## src/rtl/cfg_cmdsts_pkg.sv

```systemverilog
package cfg_cmdsts_pkg;

  localparam int CMD_W     = 16;
  localparam int STS_W     = 16;
  localparam int NUM_FLAGS = 6;
  localparam int CMD_OUT_W = 10;

  localparam logic [CMD_W-1:0] CMD_DEFINED = 16'h03FF;

  localparam int CMD_IO_EN  = 0;
  localparam int CMD_MEM_EN = 1;
  localparam int CMD_MST_EN = 2;

  localparam int STS_66MHZ   = 5;
  localparam int STS_FB2B    = 7;
  localparam int STS_DEVSEL0 = 9;

  localparam int CMDSTS_DWORD = 1;
  localparam int ID_DWORD     = 0;
  localparam int CLASS_DWORD  = 2;
  localparam int HDR_DWORD    = 3;

  typedef enum logic [1:0] {
    DEVSEL_FAST   = 2'b00,
    DEVSEL_MEDIUM = 2'b01,
    DEVSEL_SLOW   = 2'b10
  } devsel_e;

  // status bit position of each sticky flag, by event index
  function automatic int flag_pos(input int idx);
    case (idx)
      0:       flag_pos = 8;
      1:       flag_pos = 11;
      2:       flag_pos = 12;
      3:       flag_pos = 13;
      4:       flag_pos = 14;
      default: flag_pos = 15;
    endcase
  endfunction

endpackage

```

## src/rtl/cfg_cmd_reg.sv

```systemverilog
module cfg_cmd_reg
  import cfg_cmdsts_pkg::*;
#(
  parameter logic [CMD_W-1:0] WMASK = CMD_DEFINED
) (
  input  logic             clk_i,
  input  logic             rst_ni,
  input  logic             wr_i,
  input  logic [1:0]       be_i,
  input  logic [CMD_W-1:0] wdata_i,
  output logic [CMD_W-1:0] cmd_o
);

  localparam logic [CMD_W-1:0] EFF_MASK = WMASK & CMD_DEFINED;
  localparam int NBYTES = CMD_W / 8;

  logic [7:0] byte_q [NBYTES];

  for (genvar b = 0; b < NBYTES; b++) begin : g_byte
    always_ff @(posedge clk_i or negedge rst_ni) begin
      if (!rst_ni) begin
        byte_q[b] <= '0;
      end else if (wr_i && be_i[b]) begin
        byte_q[b] <= wdata_i[b*8 +: 8] & EFF_MASK[b*8 +: 8];
      end
    end
    assign cmd_o[b*8 +: 8] = byte_q[b];
  end

  p_cmd_hold_r2: assert property (@(posedge clk_i) disable iff (!rst_ni)
    !wr_i |=> $stable(cmd_o));

  p_cmd_lane_r2: assert property (@(posedge clk_i) disable iff (!rst_ni)
    (wr_i && !be_i[1]) |=> $stable(cmd_o[15:8]));

  p_cmd_rsvd_r3: assert property (@(posedge clk_i) disable iff (!rst_ni)
    wr_i |=> ((cmd_o & ~EFF_MASK) == '0));

endmodule

```

## src/rtl/cfg_sts_flags.sv

```systemverilog
module cfg_sts_flags
  import cfg_cmdsts_pkg::*;
#(
  parameter int N = NUM_FLAGS
) (
  input  logic         clk_i,
  input  logic         rst_ni,
  input  logic [N-1:0] evt_i,
  input  logic [N-1:0] clr_i,
  output logic [N-1:0] flag_o
);

  logic flag_q [N];

  for (genvar g = 0; g < N; g++) begin : g_flag
    // set wins over a clearing write in the same cycle
    always_ff @(posedge clk_i or negedge rst_ni) begin
      if (!rst_ni)       flag_q[g] <= 1'b0;
      else if (evt_i[g]) flag_q[g] <= 1'b1;
      else if (clr_i[g]) flag_q[g] <= 1'b0;
    end
    assign flag_o[g] = flag_q[g];

    p_flag_set_r6: assert property (@(posedge clk_i) disable iff (!rst_ni)
      evt_i[g] |=> flag_o[g]);

    p_flag_clr_r7: assert property (@(posedge clk_i) disable iff (!rst_ni)
      (clr_i[g] && !evt_i[g]) |=> !flag_o[g]);

    p_flag_hold_r7: assert property (@(posedge clk_i) disable iff (!rst_ni)
      (!clr_i[g] && !evt_i[g]) |=> $stable(flag_o[g]));
  end

endmodule

```

## src/rtl/cfg_rd_mux.sv

```systemverilog
module cfg_rd_mux
  import cfg_cmdsts_pkg::*;
#(
  parameter int          ADDR_W       = 6,
  parameter logic [15:0] VENDOR_ID    = 16'h0000,
  parameter logic [15:0] DEVICE_ID    = 16'h0000,
  parameter logic [7:0]  REV_ID       = 8'h00,
  parameter logic [23:0] CLASS_CODE   = 24'h000000,
  parameter logic        MULTI_FUNC   = 1'b0,
  parameter logic        CAP_66MHZ    = 1'b0,
  parameter logic        CAP_FB2B     = 1'b0,
  parameter logic [1:0]  DEVSEL_SPEED = DEVSEL_FAST
) (
  input  logic                 clk_i,
  input  logic                 rst_ni,
  input  logic [ADDR_W-1:0]    addr_i,
  input  logic [CMD_W-1:0]     cmd_i,
  input  logic [NUM_FLAGS-1:0] flag_i,
  output logic [31:0]          rdata_o
);

  localparam logic [STS_W-1:0] STS_RO =
      (STS_W'(CAP_66MHZ)    << STS_66MHZ) |
      (STS_W'(CAP_FB2B)     << STS_FB2B)  |
      (STS_W'(DEVSEL_SPEED) << STS_DEVSEL0);

  logic [STS_W-1:0] sts;

  always_comb begin
    sts = STS_RO;
    for (int i = 0; i < NUM_FLAGS; i++) begin
      sts[flag_pos(i)] = flag_i[i];
    end
  end

  always_comb begin
    case (addr_i)
      ADDR_W'(ID_DWORD):     rdata_o = {DEVICE_ID, VENDOR_ID};
      ADDR_W'(CMDSTS_DWORD): rdata_o = {sts, cmd_i};
      ADDR_W'(CLASS_DWORD):  rdata_o = {CLASS_CODE, REV_ID};
      ADDR_W'(HDR_DWORD):    rdata_o = {8'h00, MULTI_FUNC, 7'h00, 16'h0000};
      default:               rdata_o = '0;
    endcase
  end

  p_devsel_ro_r9: assert property (@(posedge clk_i) disable iff (!rst_ni)
    (addr_i == ADDR_W'(CMDSTS_DWORD)) |-> (rdata_o[26:25] == DEVSEL_SPEED));

  p_rsvd_sts_r9: assert property (@(posedge clk_i) disable iff (!rst_ni)
    (addr_i == ADDR_W'(CMDSTS_DWORD)) |-> (rdata_o[20:16] == 5'd0 && !rdata_o[22]));

endmodule

```

## src/rtl/cfg_cmdsts.sv

```systemverilog
module cfg_cmdsts
  import cfg_cmdsts_pkg::*;
#(
  parameter int          ADDR_W       = 6,
  parameter logic [15:0] CMD_WMASK    = 16'h03FF,
  parameter logic [15:0] VENDOR_ID    = 16'h0000,
  parameter logic [15:0] DEVICE_ID    = 16'h0000,
  parameter logic [7:0]  REV_ID       = 8'h00,
  parameter logic [23:0] CLASS_CODE   = 24'h000000,
  parameter logic        MULTI_FUNC   = 1'b0,
  parameter logic        CAP_66MHZ    = 1'b0,
  parameter logic        CAP_FB2B     = 1'b0,
  parameter logic [1:0]  DEVSEL_SPEED = 2'b00
) (
  input  logic              clk_i,
  input  logic              rst_ni,
  input  logic              cfg_wr_i,
  input  logic [ADDR_W-1:0] cfg_addr_i,
  input  logic [3:0]        cfg_be_i,
  input  logic [31:0]       cfg_wdata_i,
  output logic [31:0]       cfg_rdata_o,
  input  logic [5:0]        evt_i,
  output logic [9:0]        cmd_o,
  input  logic              io_hit_i,
  input  logic              mem_hit_i,
  input  logic              mst_req_i,
  output logic              io_claim_o,
  output logic              mem_claim_o,
  output logic              mst_req_o
);

  logic                 wr_hit;
  logic [CMD_W-1:0]     cmd_q;
  logic [NUM_FLAGS-1:0] flag;
  logic [NUM_FLAGS-1:0] clr;

  assign wr_hit = cfg_wr_i && (cfg_addr_i == ADDR_W'(CMDSTS_DWORD));

  // W1C decode: flag at status bit n lives at dword bit 16+n
  always_comb begin
    for (int i = 0; i < NUM_FLAGS; i++) begin
      clr[i] = wr_hit && cfg_be_i[(16 + flag_pos(i)) / 8] && cfg_wdata_i[16 + flag_pos(i)];
    end
  end

  cfg_cmd_reg #(.WMASK(CMD_WMASK)) u_cmd (
    .clk_i  (clk_i),
    .rst_ni (rst_ni),
    .wr_i   (wr_hit),
    .be_i   (cfg_be_i[1:0]),
    .wdata_i(cfg_wdata_i[15:0]),
    .cmd_o  (cmd_q)
  );

  cfg_sts_flags #(.N(NUM_FLAGS)) u_sts (
    .clk_i  (clk_i),
    .rst_ni (rst_ni),
    .evt_i  (evt_i),
    .clr_i  (clr),
    .flag_o (flag)
  );

  cfg_rd_mux #(
    .ADDR_W      (ADDR_W),
    .VENDOR_ID   (VENDOR_ID),
    .DEVICE_ID   (DEVICE_ID),
    .REV_ID      (REV_ID),
    .CLASS_CODE  (CLASS_CODE),
    .MULTI_FUNC  (MULTI_FUNC),
    .CAP_66MHZ   (CAP_66MHZ),
    .CAP_FB2B    (CAP_FB2B),
    .DEVSEL_SPEED(DEVSEL_SPEED)
  ) u_rd (
    .clk_i  (clk_i),
    .rst_ni (rst_ni),
    .addr_i (cfg_addr_i),
    .cmd_i  (cmd_q),
    .flag_i (flag),
    .rdata_o(cfg_rdata_o)
  );

  assign cmd_o       = cmd_q[CMD_OUT_W-1:0];
  assign io_claim_o  = io_hit_i  && cmd_q[CMD_IO_EN];
  assign mem_claim_o = mem_hit_i && cmd_q[CMD_MEM_EN];
  assign mst_req_o   = mst_req_i && cmd_q[CMD_MST_EN];

  p_detach_r5: assert property (@(posedge clk_i) disable iff (!rst_ni)
    (cmd_o == '0) |-> !(io_claim_o || mem_claim_o || mst_req_o));

  p_other_dw_r11: assert property (@(posedge clk_i) disable iff (!rst_ni)
    (cfg_wr_i && cfg_addr_i != ADDR_W'(CMDSTS_DWORD) && evt_i == '0) |=>
      ($stable(cmd_o) && $stable(flag)));

endmodule

```

## config.mk

```make
export PLATFORM = sky130hd
export DESIGN_NAME = cfg_cmdsts
export DESIGN_NICKNAME = d
export VERILOG_FILES = /design/src/rtl/cfg_cmdsts_pkg.sv /design/src/rtl/cfg_cmd_reg.sv /design/src/rtl/cfg_sts_flags.sv /design/src/rtl/cfg_rd_mux.sv /design/src/rtl/cfg_cmdsts.sv
export SDC_FILE = /design/constraint.sdc
export NUM_CORES = 1
export LEC_CHECK = 0
export BUFFER_PORTS_ARGS = -buffer_cell sky130_fd_sc_hd__buf_2
export CAP_MARGIN = 30
export CORE_MARGIN = 2
export CORE_UTILIZATION = 25
export CTS_CLUSTER_SIZE = 20
export DETAILED_ROUTE_END_ITERATION = 8
export PLACE_DENSITY = 0.59
export SYNTH_ARGS = -nofsm -noshare
export SYNTH_HDL_FRONTEND = slang
export SYNTH_SLANG_ARGS = --single-unit
```

## constraint.sdc

```tcl
create_clock -name clk_i -period 2 [get_ports clk_i]
set_clock_uncertainty 0.1 [all_clocks]
set_input_delay 0.3 -clock clk_i [delete_from_list [all_inputs] [get_ports clk_i]]
set_output_delay 0.3 -clock clk_i [all_outputs]
set_load 0.05 [all_outputs]
```

==> summary.txt, run 1 <==
Critical path
  • Crit path cell chain: buf_2 > or4_4 > nor2_4 > buf_6 > and2_2 > buf_4
  • Worst-path maximum fanout: 11
  • Crit path largest cell delay: 0.55 ns
  • CP required: 1.60 ns
  • FF-to-FF setup slack: 1.13 ns
  • R2r startpoint: u_cmd.cmd_o[2]
  • Path depth of the worst reg2reg path: 1
  • Worst EP arrival: 1.53 ns
  • Worst Setup End Kind: output port
  • Crit path buf inv count: 3
  • Kind of critical path: input port to output port
  • RR Endpoint: u_cmd.cmd_o[2]
  • Delay-heaviest family, CP: simple AND/OR/NAND/NOR gates
  • Startpoint types: input port
  • CP max-delay cell: or4_4

Timing
  • Crit path time final: a little under 2 ns
  • Setup ws final: 0.0717 ns
  • Final hold slack: 0.122 ns
  • RSZ-0062 raised after global routing: false
  • Hold Fails Final Rpt: 0
  • Tcrit/Tclk final: a little over nine tenths
  • Max Clk Rate: 519 MHz
  • Final Slew Violations: 0
  • Setup violations, final: 0

Floorplan
  • Rows: 22
  • Die W: 65.4 um
  • Die area: 4270 um2
  • Core Region: 3630 um2
  • Die Y: 65.4 um
  • Io pins: slightly below 100
  • Starting Density: 25.9%

Synth
  • Synthesis Warnings: 0
  • Post-synth ARST share: 100%
  • Post-Syn Instances: 92
  • Post-synth EDFFs: 0
  • Yosys reg bits: 16
  • Post-synth design cell area: 941 um2
  • Syn_area_per_cell: 10.2 um2
  • Distinct cells, synth: 15
  • Top FF cell, synth: dfrtp_1
  • Post-synth top area cell: dfrtp_1
  • Synth area leaders: dfrtp_1, buf_4, mux2_4, and2_1, a31oi_1
  • Yosys top cell area share: 42.6%
  • Seq/Total Area, Yosys: 42.6%

Job
  • Max_cap viols: 0

Route
  • Initial drt markers: 26
  • Top Metal Used: met4
  • DRC: 0
  • 1st-pass router iterations: 2
  • WL met3: 291 um
  • Via count: ~840
  • DR vias/cell: 3.96
  • Avg WL per Cell: around 11 um
  • Post-Route WL: 2230 um
  • Post-route ant nets: 0
  • Met2 routed WL: about 1100 um
  • Post-Route M1 WL: ~840 um

Cells and area
  • Most frequent cells in the layout: buf_2, conb_1, dfrtp_1
  • Layout cells sized above 1: 58.9%
  • Area growth from synthesis to layout: 53.9%
  • Ant diodes: 0
  • Most common cell after layout, fill and taps aside: buf_2
  • Layout Nets: 218

CTS
  • Clock transition at path regs: 0.06 ns
  • Total CTS buffers: 3
  • Clk_lat worst skew: 0.24 ns
  • CTS tree: built
  • CTS H-tree lvls: 1
  • CTS Sinks: 16
  • CTS root buf: clkbuf_8
  • Longest Clk Path Bufs: 2
  • Postcts setup bufs: 0

Place
  • DP Wirelength: between 1500 and 2000 um
  • Buffers on Ports: 65
  • Place WS: -0.102 ns
  • Placer Congestion: about 0.73

Power
  • Cell Pwr Density: a little over 600 nW/um2
  • P_leak: ~0.0008 uW
  • Max VDD drop: just over 0.3 mV

Worst hold path
  • Hold Crit Start: cfg_wdata_i[24]
  • Hold depth: 2
  • End of the worst hold path: u_sts.flag_o[0]
  • Hold crit path type: input port to register

GRT
  • Vias in the first global route: ~790
  • Pin count of the biggest net entering global routing: 17
  • First-pass GRT wire length: 3510 um
  • GRT Residual Overflow: 0
  • Global-route usage over all layers: 10.9%
  • Initial antenna violation count: 0

Status
  • Outcome: finished clean
==> logic make-up after synthesis <==
kind of cell | share of synthesized area [%]
DFF | 42.6
AOI/OAI and AO/OA | 3.99
and+or+nand+nor | 20.3
muxes | 15.2
other | 0.399
buffers and inverters | 17.6
==> how the worst max path moves through the flow <==
stage	cells past startpoint	end	startpoint	slack (ns)
floorplan	4	cfg_rdata_o[0]	cfg_addr_i[3]	-0.006
global placement	4	u_cmd.cmd_o[0]	cfg_addr_i[3]	-0.10
detailed placement	4	u_cmd.cmd_o[6]	cfg_addr_i[3]	-0.10
CTS	6	cfg_rdata_o[24]	cfg_addr_i[3]	0.02
global route	6	cfg_rdata_o[28]	cfg_addr_i[3]	0.01
finish	6	cfg_rdata_o[3]	cfg_addr_i[3]	0.07
==> sequential cells by signal, summed over array words and instances (netlist names) <==
name / flops
u_cmd.cmd_o: 10
u_sts.flag_o: 6
==> synth_stat cells, types with 2 or more instances <==
cell type,count
and2_1,19
buf_4,16
dfrtp_1,16
inv_1,8
mux2_4,8
nor2_1,7
a31oi_1,6
mux2_2,2
nand2_1,2
nor3_1,2
or4_4,2
==> power breakdown <==
group / leakage [uW] / total, uW / switching [uW] / internal [uW]
clock network: 0.0000288 / 280 / 106 / 174
registers: 0.000189 / 352 / 11.6 / 341
logic: 0.000603 / 247 / 178 / 68.4
total: 0.000820 / 879 / 296 / 583
==> cell type report <==
type                            count  area [um2]
Fill cell                         383        2190
Inverter                            8        30.0
Clock buffer                        4        55.1
Timing Repair Buffer               70         450
Tap cell                           48        60.1
Sequential cell                    16         400
Multi-Input combinational cell     65         452
==> layer usage <==
| metal | track usage, % | vias to the layer above |
|---|---|---|
| met2 | 19.9 | 55 |
| met3 | 4.45 | 2 |
| met1 | 11.8 | 374 |
| met5 | 0 | - |
| li1 | - | 405 |
| met4 | 2.34 | 0 |
==> stage by stage <==
step	std cells	cell area, um2	util [%]	TNS [ns]	power [uW]
final	211	1450	39.8	0	879
after CTS	211	1430	39.3	0	897
after detailed placement	206	1290	35.5	-1.90	601
after global routing	211	1450	39.8	0	931
after floorplan	107	1010	-	-0.0644	556
after global placement	206	1290	35.5	-1.66	599
==> what timing repair did <==
| action | CTS | global route |
|---|---|---|
| setup endpoints to repair | 16 | 16 |
| hold buffers | 1 | 0 |
| pin swaps | 0 | 1 |
| hold endpoints to repair | 16 | 0 |
| resized for setup | 25 | 5 |
(Power assumes the default switching activity.)
==> run 2, diff against run 1 <==
Settings changed: BUFFER_PORTS_ARGS -buffer_cell sky130_fd_sc_hd__buf_2 to -buffer_cell sky130_fd_sc_hd__clkbuf_2, SLEW_MARGIN set to 20.
Clock period 2 ns to 2.3 ns, I/O delays scaled along.
==> run 2 against run 1 <==
Against the previous run:
- wire length down 3.0%
- utilization decreased by 2.0 points
- die area did not move
- largest cell class unchanged
- critical path type unchanged
- worst hold slack improved by 0.047 ns
- sequential share of layout area is 1.5 points higher
- first-iteration DRC count shrank 50%
- combinational power down 14%
- power shrank 13%
- largest power group unchanged
- highest routed layer unchanged
- count of clock-buffer cells in the layout stayed put
- critical path depth stayed put
==> summary.txt, run 2 (same netlist as run 1, synthesis figures left out) <==
Cells and area
  • Layout cells sized above 1: a little over half
  • Area growth from synthesis to layout: 46.1%
  • Filler Cell Count: 388
  • Largest register FFs: 10
  • Layout Cells excl Fill: 210
  • Ant diodes: 0
  • Most common cell after layout, fill and taps aside: clkbuf_2
  • Fin util: 37.8%
  • Finished Cell Area: 1380 um2
  • Layout Nets: 217
  • Most frequent cells in the layout: clkbuf_2, and2_1, conb_1, dfrtp_1, buf_2

CTS
  • Total CTS buffers: 3
  • Clk_lat worst skew: approximately 0.24 ns
  • CTS H-tree lvls: 1
  • CTS Sinks: 16
  • Longest Clk Path Bufs: 2
  • Postcts setup bufs: 0
  • Clock transition at path regs: 0.07 ns
  • CTS tree: built
  • CTS root buf: clkbuf_8

Critical path
  • RR Endpoint: u_cmd.cmd_o[0]
  • Worst-path maximum fanout: 14
  • CP required: 1.86 ns
  • Path depth of the worst reg2reg path: 1
  • R2r startpoint: u_cmd.cmd_o[0]
  • Startpoint types: input port
  • Kind of critical path: input port to output port
  • Worst EP arrival: 1.75 ns
  • Crit path largest cell delay: about 0.54 ns
  • Worst Setup End Kind: output port
  • FF-to-FF setup slack: 1.41 ns
  • CP max-delay cell: or4_4
  • Crit path cell chain: clkbuf_2 > or4_4 > nor2_2 > buf_4 > and2_1 > buf_2

Floorplan
  • Starting Density: 25.9%
  • Io pins: 99
  • Die Y: 65.4 um
  • Die area: about 4300 um2
  • Rows: 22
  • Die W: 65.4 um
  • Core Region: 3630 um2

GRT
  • Global-route usage over all layers: 10.1%
  • Vias in the first global route: 670
  • Initial antenna violation count: 0
  • Pin count of the biggest net entering global routing: 17
  • First-pass GRT wire length: 3220 um
  • GRT Residual Overflow: 0

Route
  • DRC: 0
  • Initial drt markers: 13
  • 1st-pass router iterations: 2
  • Avg WL per Cell: 10.3 um
  • DR vias/cell: 3.90
  • Post-Route WL: 2160 um
  • Via count: 818
  • Post-route ant nets: 0

Place
  • Post-DP Area: 1300 um2
  • DP Wirelength: 1740 um
  • Placer Congestion: 0.611
  • Buffers on Ports: 65
  • Dpl cells: 205

Timing
  • Fin Setup TNS: 0 ns
  • Final hold slack: 0.169 ns
  • Hold Fails Final Rpt: 0
  • Final Slew Violations: 0
  • Tcrit/Tclk final: 95.5%
  • Setup violations, final: 0
  • Max Clk Rate: 455 MHz
  • Crit path time final: 2.20 ns
  • RSZ-0062 raised after global routing: false

Power
  • Max VDD drop: approximately 0.15 mV
  • Cell Pwr Density: about 560 nW/um2
  • P_leak: between 0.0008 and 0.0009 uW

Worst hold path
  • Hold depth: 2
  • Hold Crit Start: cfg_wdata_i[29]
  • End of the worst hold path: u_sts.flag_o[3]
  • Hold crit path type: input port to register

Job
  • Max_cap viols: 0

Status
  • Outcome: finished clean
## run 2: cell count changes in the layout (fill, tap and decap cells not counted), sizes merged
cell    before  now
clkbuf       4   58
buf         69   14
## run 2: area by class of cell
type	count	area, um2	share of cell area [%]
inverters	8	30.0	2.18
multi-input cells	65	434	31.6
clock buffers	4	55.1	4.00
repair buffers	69	395	28.8
well taps	48	60.1	4.37
flip-flops and latches	16	400	29.1
## run 2: report_power, final
group / internal [uW] / total, uW / switching (uW)
Sequential: 296 / 307 / 10.8
Clock: 152 / 247 / 95.5
Combinational: 57.4 / 212 / 155
Total: 505 / 766 / 261
## run 2: stage by stage
step / setup WS [ns] / total power [uW]
after floorplan: 0.0771 / 483
after global placement: 0.0371 / 522
after detailed placement: 0.0287 / 523
after CTS: 0.0217 / 783
after global routing: 0.0362 / 807
final: 0.102 / 766
## run 2: per-layer routing
metal	GRT usage (%)	routed length, um	part of all wire [%]
met1	13.3	939	43
met2	15.9	923	43
met3	2.91	288	13
met4	3.13	11	0.51
met5	0	0	0
## run 2: what timing repair did
action                     4_1_cts  5_1_grt
hold endpoints to repair        16        0
hold buffers                     1        0
setup endpoints to repair        0       12
resized for setup                0       16
## run 2: critical path: cells and delay by family
kind	cells	cell delay [ns]
and+or+nand+nor	3	0.85
buffers and inverters	3	0.54
## run 2: worst max path at each step
stage / startpoint / end / cells after the start
finish: cfg_addr_i[2] / cfg_rdata_o[27] / 6
global route: cfg_addr_i[2] / cfg_rdata_o[3] / 6
CTS: cfg_addr_i[2] / cfg_rdata_o[27] / 6
detailed placement: cfg_addr_i[2] / cfg_rdata_o[27] / 6
global placement: cfg_addr_i[2] / cfg_rdata_o[27] / 6
floorplan: cfg_addr_i[3] / cfg_rdata_o[0] / 4
==> run 3, diff against run 2 <==
Clock period 2.3 ns to 2.52 ns, I/O delays scaled along.
==> run 3 against run 2 <==
Against the previous run:
- combinational power decreased by 9%
- sequential share of layout area increased by 0.21 points
- non-clock buffer count unchanged
- die area unchanged
- count of clock-buffer cells in the layout is the same
- first-iteration DRC count grew to 4.2 times the previous value
- critical path depth is the same
- flip-flop and latch count stayed put
- worst setup slack better by 0.12 ns
- final cell count unchanged
- power is 7.8% lower
- critical endpoint is now cfg_rdata_o[6]
- largest cell class unchanged
==> summary.txt, run 3 (same netlist as run 1, synthesis figures left out) <==
Route
  • Via count: 801
  • Avg WL per Cell: 10.3 um
  • Post-Route WL: 2160 um
  • DR vias/cell: ~3.8
  • DRC: 0
  • Initial drt markers: 55
  • Post-route ant nets: 0
  • 1st-pass router iterations: 4

Timing
  • Hold Fails Final Rpt: 0
  • Setup violations, final: 0
  • Final Slew Violations: 0
  • Final hold slack: 0.191 ns
  • Max Clk Rate: 435 MHz
  • Fin Setup TNS: 0 ns
  • RSZ-0062 raised after global routing: false
  • Tcrit/Tclk final: 91.1%
  • Crit path time final: 2.30 ns

Cells and area
  • Ant diodes: 0
  • Area growth from synthesis to layout: 45.1%
  • Most frequent cells in the layout: clkbuf_2, and2_1, conb_1, dfrtp_1
  • Largest register FFs: 10
  • Layout cells sized above 1: 51.9%
  • Layout Nets: 217
  • Most common cell after layout, fill and taps aside: clkbuf_2

Critical path
  • Crit path cell chain: clkbuf_2 > or4_4 > nor2_1 > buf_4 > and2_1 > clkbuf_2
  • Worst Setup End Kind: output port
  • Crit path largest cell delay: roughly 0.53 ns
  • FF-to-FF setup slack: 1.62 ns
  • CP max-delay cell: or4_4
  • RR Endpoint: u_cmd.cmd_o[0]
  • Worst-path maximum fanout: 14
  • Crit path launch: cfg_addr_i[2]
  • Worst EP arrival: 1.82 ns
  • Path depth of the worst reg2reg path: 1
  • Kind of critical path: input port to output port
  • Delay-heaviest family, CP: simple AND/OR/NAND/NOR gates
  • Most used cell, CP: clkbuf_2
  • Crit path buf inv count: 3
  • CP required: 2.04 ns
  • Startpoint types: input port
  • R2r startpoint: u_cmd.cmd_o[0]

Job
  • Max_cap viols: 0

CTS
  • CTS Sinks: 16
  • # resized after CTS: 0
  • CTS tree: built
  • Longest Clk Path Bufs: 2
  • Clock transition at path regs: 0.07 ns
  • CTS root buf: clkbuf_8
  • Clk_lat worst skew: 0.25 ns
  • Postcts setup bufs: 0
  • Total CTS buffers: 3
  • Cts hold-fix bufs: 1
  • CTS H-tree lvls: 1

Floorplan
  • Die Y: 65.4 um
  • Io pins: 99
  • Rows: 22
  • Die W: 65.4 um
  • Starting Density: around a quarter
  • Core Region: between 3000 and 4000 um2
  • Die area: 4270 um2

Worst hold path
  • Hold Crit Start: cfg_wdata_i[27]
  • Hold crit path type: input port to register
  • Hold depth: 2
  • End of the worst hold path: u_sts.flag_o[1]

GRT
  • First-pass GRT wire length: 3440 um
  • Global-route usage over all layers: a little over a tenth
  • Initial antenna violation count: 0
  • Vias in the first global route: 738
  • Pin count of the biggest net entering global routing: 17
  • GRT Residual Overflow: 0

Power
  • Cell Pwr Density: 517 nW/um2
  • Max VDD drop: 0.273 mV
  • P_leak: 0.000791 uW
  • Power Total: just over 700 uW

Place
  • Placer Congestion: approximately 0.60
  • Buffers on Ports: 65
  • DP Wirelength: 1760 um

Status
  • Outcome: finished clean
[run 3: changes by cell type in the layout (fill, tap and decap cells not counted), sizes merged]
| cell | previous run | this run |
|---|---|---|
| buf | 14 | 5 |
| clkbuf | 58 | 67 |
[run 3: cell type report]
cell class,count,area (um2)
clock buffers,4,55.1
fillers,401,2270
inverters,8,30.0
multi-input cells,65,432
flip-flops and latches,16,400
well taps,48,60.1
repair buffers,69,388
[run 3: worst max-delay path by stage]
stage / end / slack, ns / depth (start not counted)
floorplan: cfg_rdata_o[0] / 0.23 / 4
global placement: cfg_rdata_o[27] / 0.19 / 6
detailed placement: cfg_rdata_o[27] / 0.20 / 6
CTS: cfg_rdata_o[27] / 0.19 / 6
global route: cfg_rdata_o[31] / 0.09 / 6
finish: cfg_rdata_o[6] / 0.22 / 6
[run 3: layer usage]
| metal | global-route usage (%) | share of wire, % |
|---|---|---|
| met1 | 12.1 | 42 |
| met2 | 18.8 | 43 |
| met3 | 4.62 | 15 |
| met4 | 3.13 | 0.83 |
| met5 | 0 | 0 |
[run 3: metrics by stage]
step / instance area [um2] / util [%] / setup slack [ns] / std cells
floorplan: 997 / - / 0.231 / 107
global placement: 1300 / 35.8 / 0.193 / 205
detailed placement: 1300 / 35.8 / 0.198 / 205
CTS: 1370 / 37.6 / 0.190 / 210
global route: 1370 / 37.6 / 0.0934 / 210
finish: 1370 / 37.6 / 0.223 / 210
[run 3: power breakdown]
group          leakage [uW]  switching [uW]  internal, uW  total (uW)
sequential         0.000189            9.90           270         280
combinational      0.000574             141          52.3         193
clock             0.0000288            94.4           139         233
total              0.000791             245           461         706
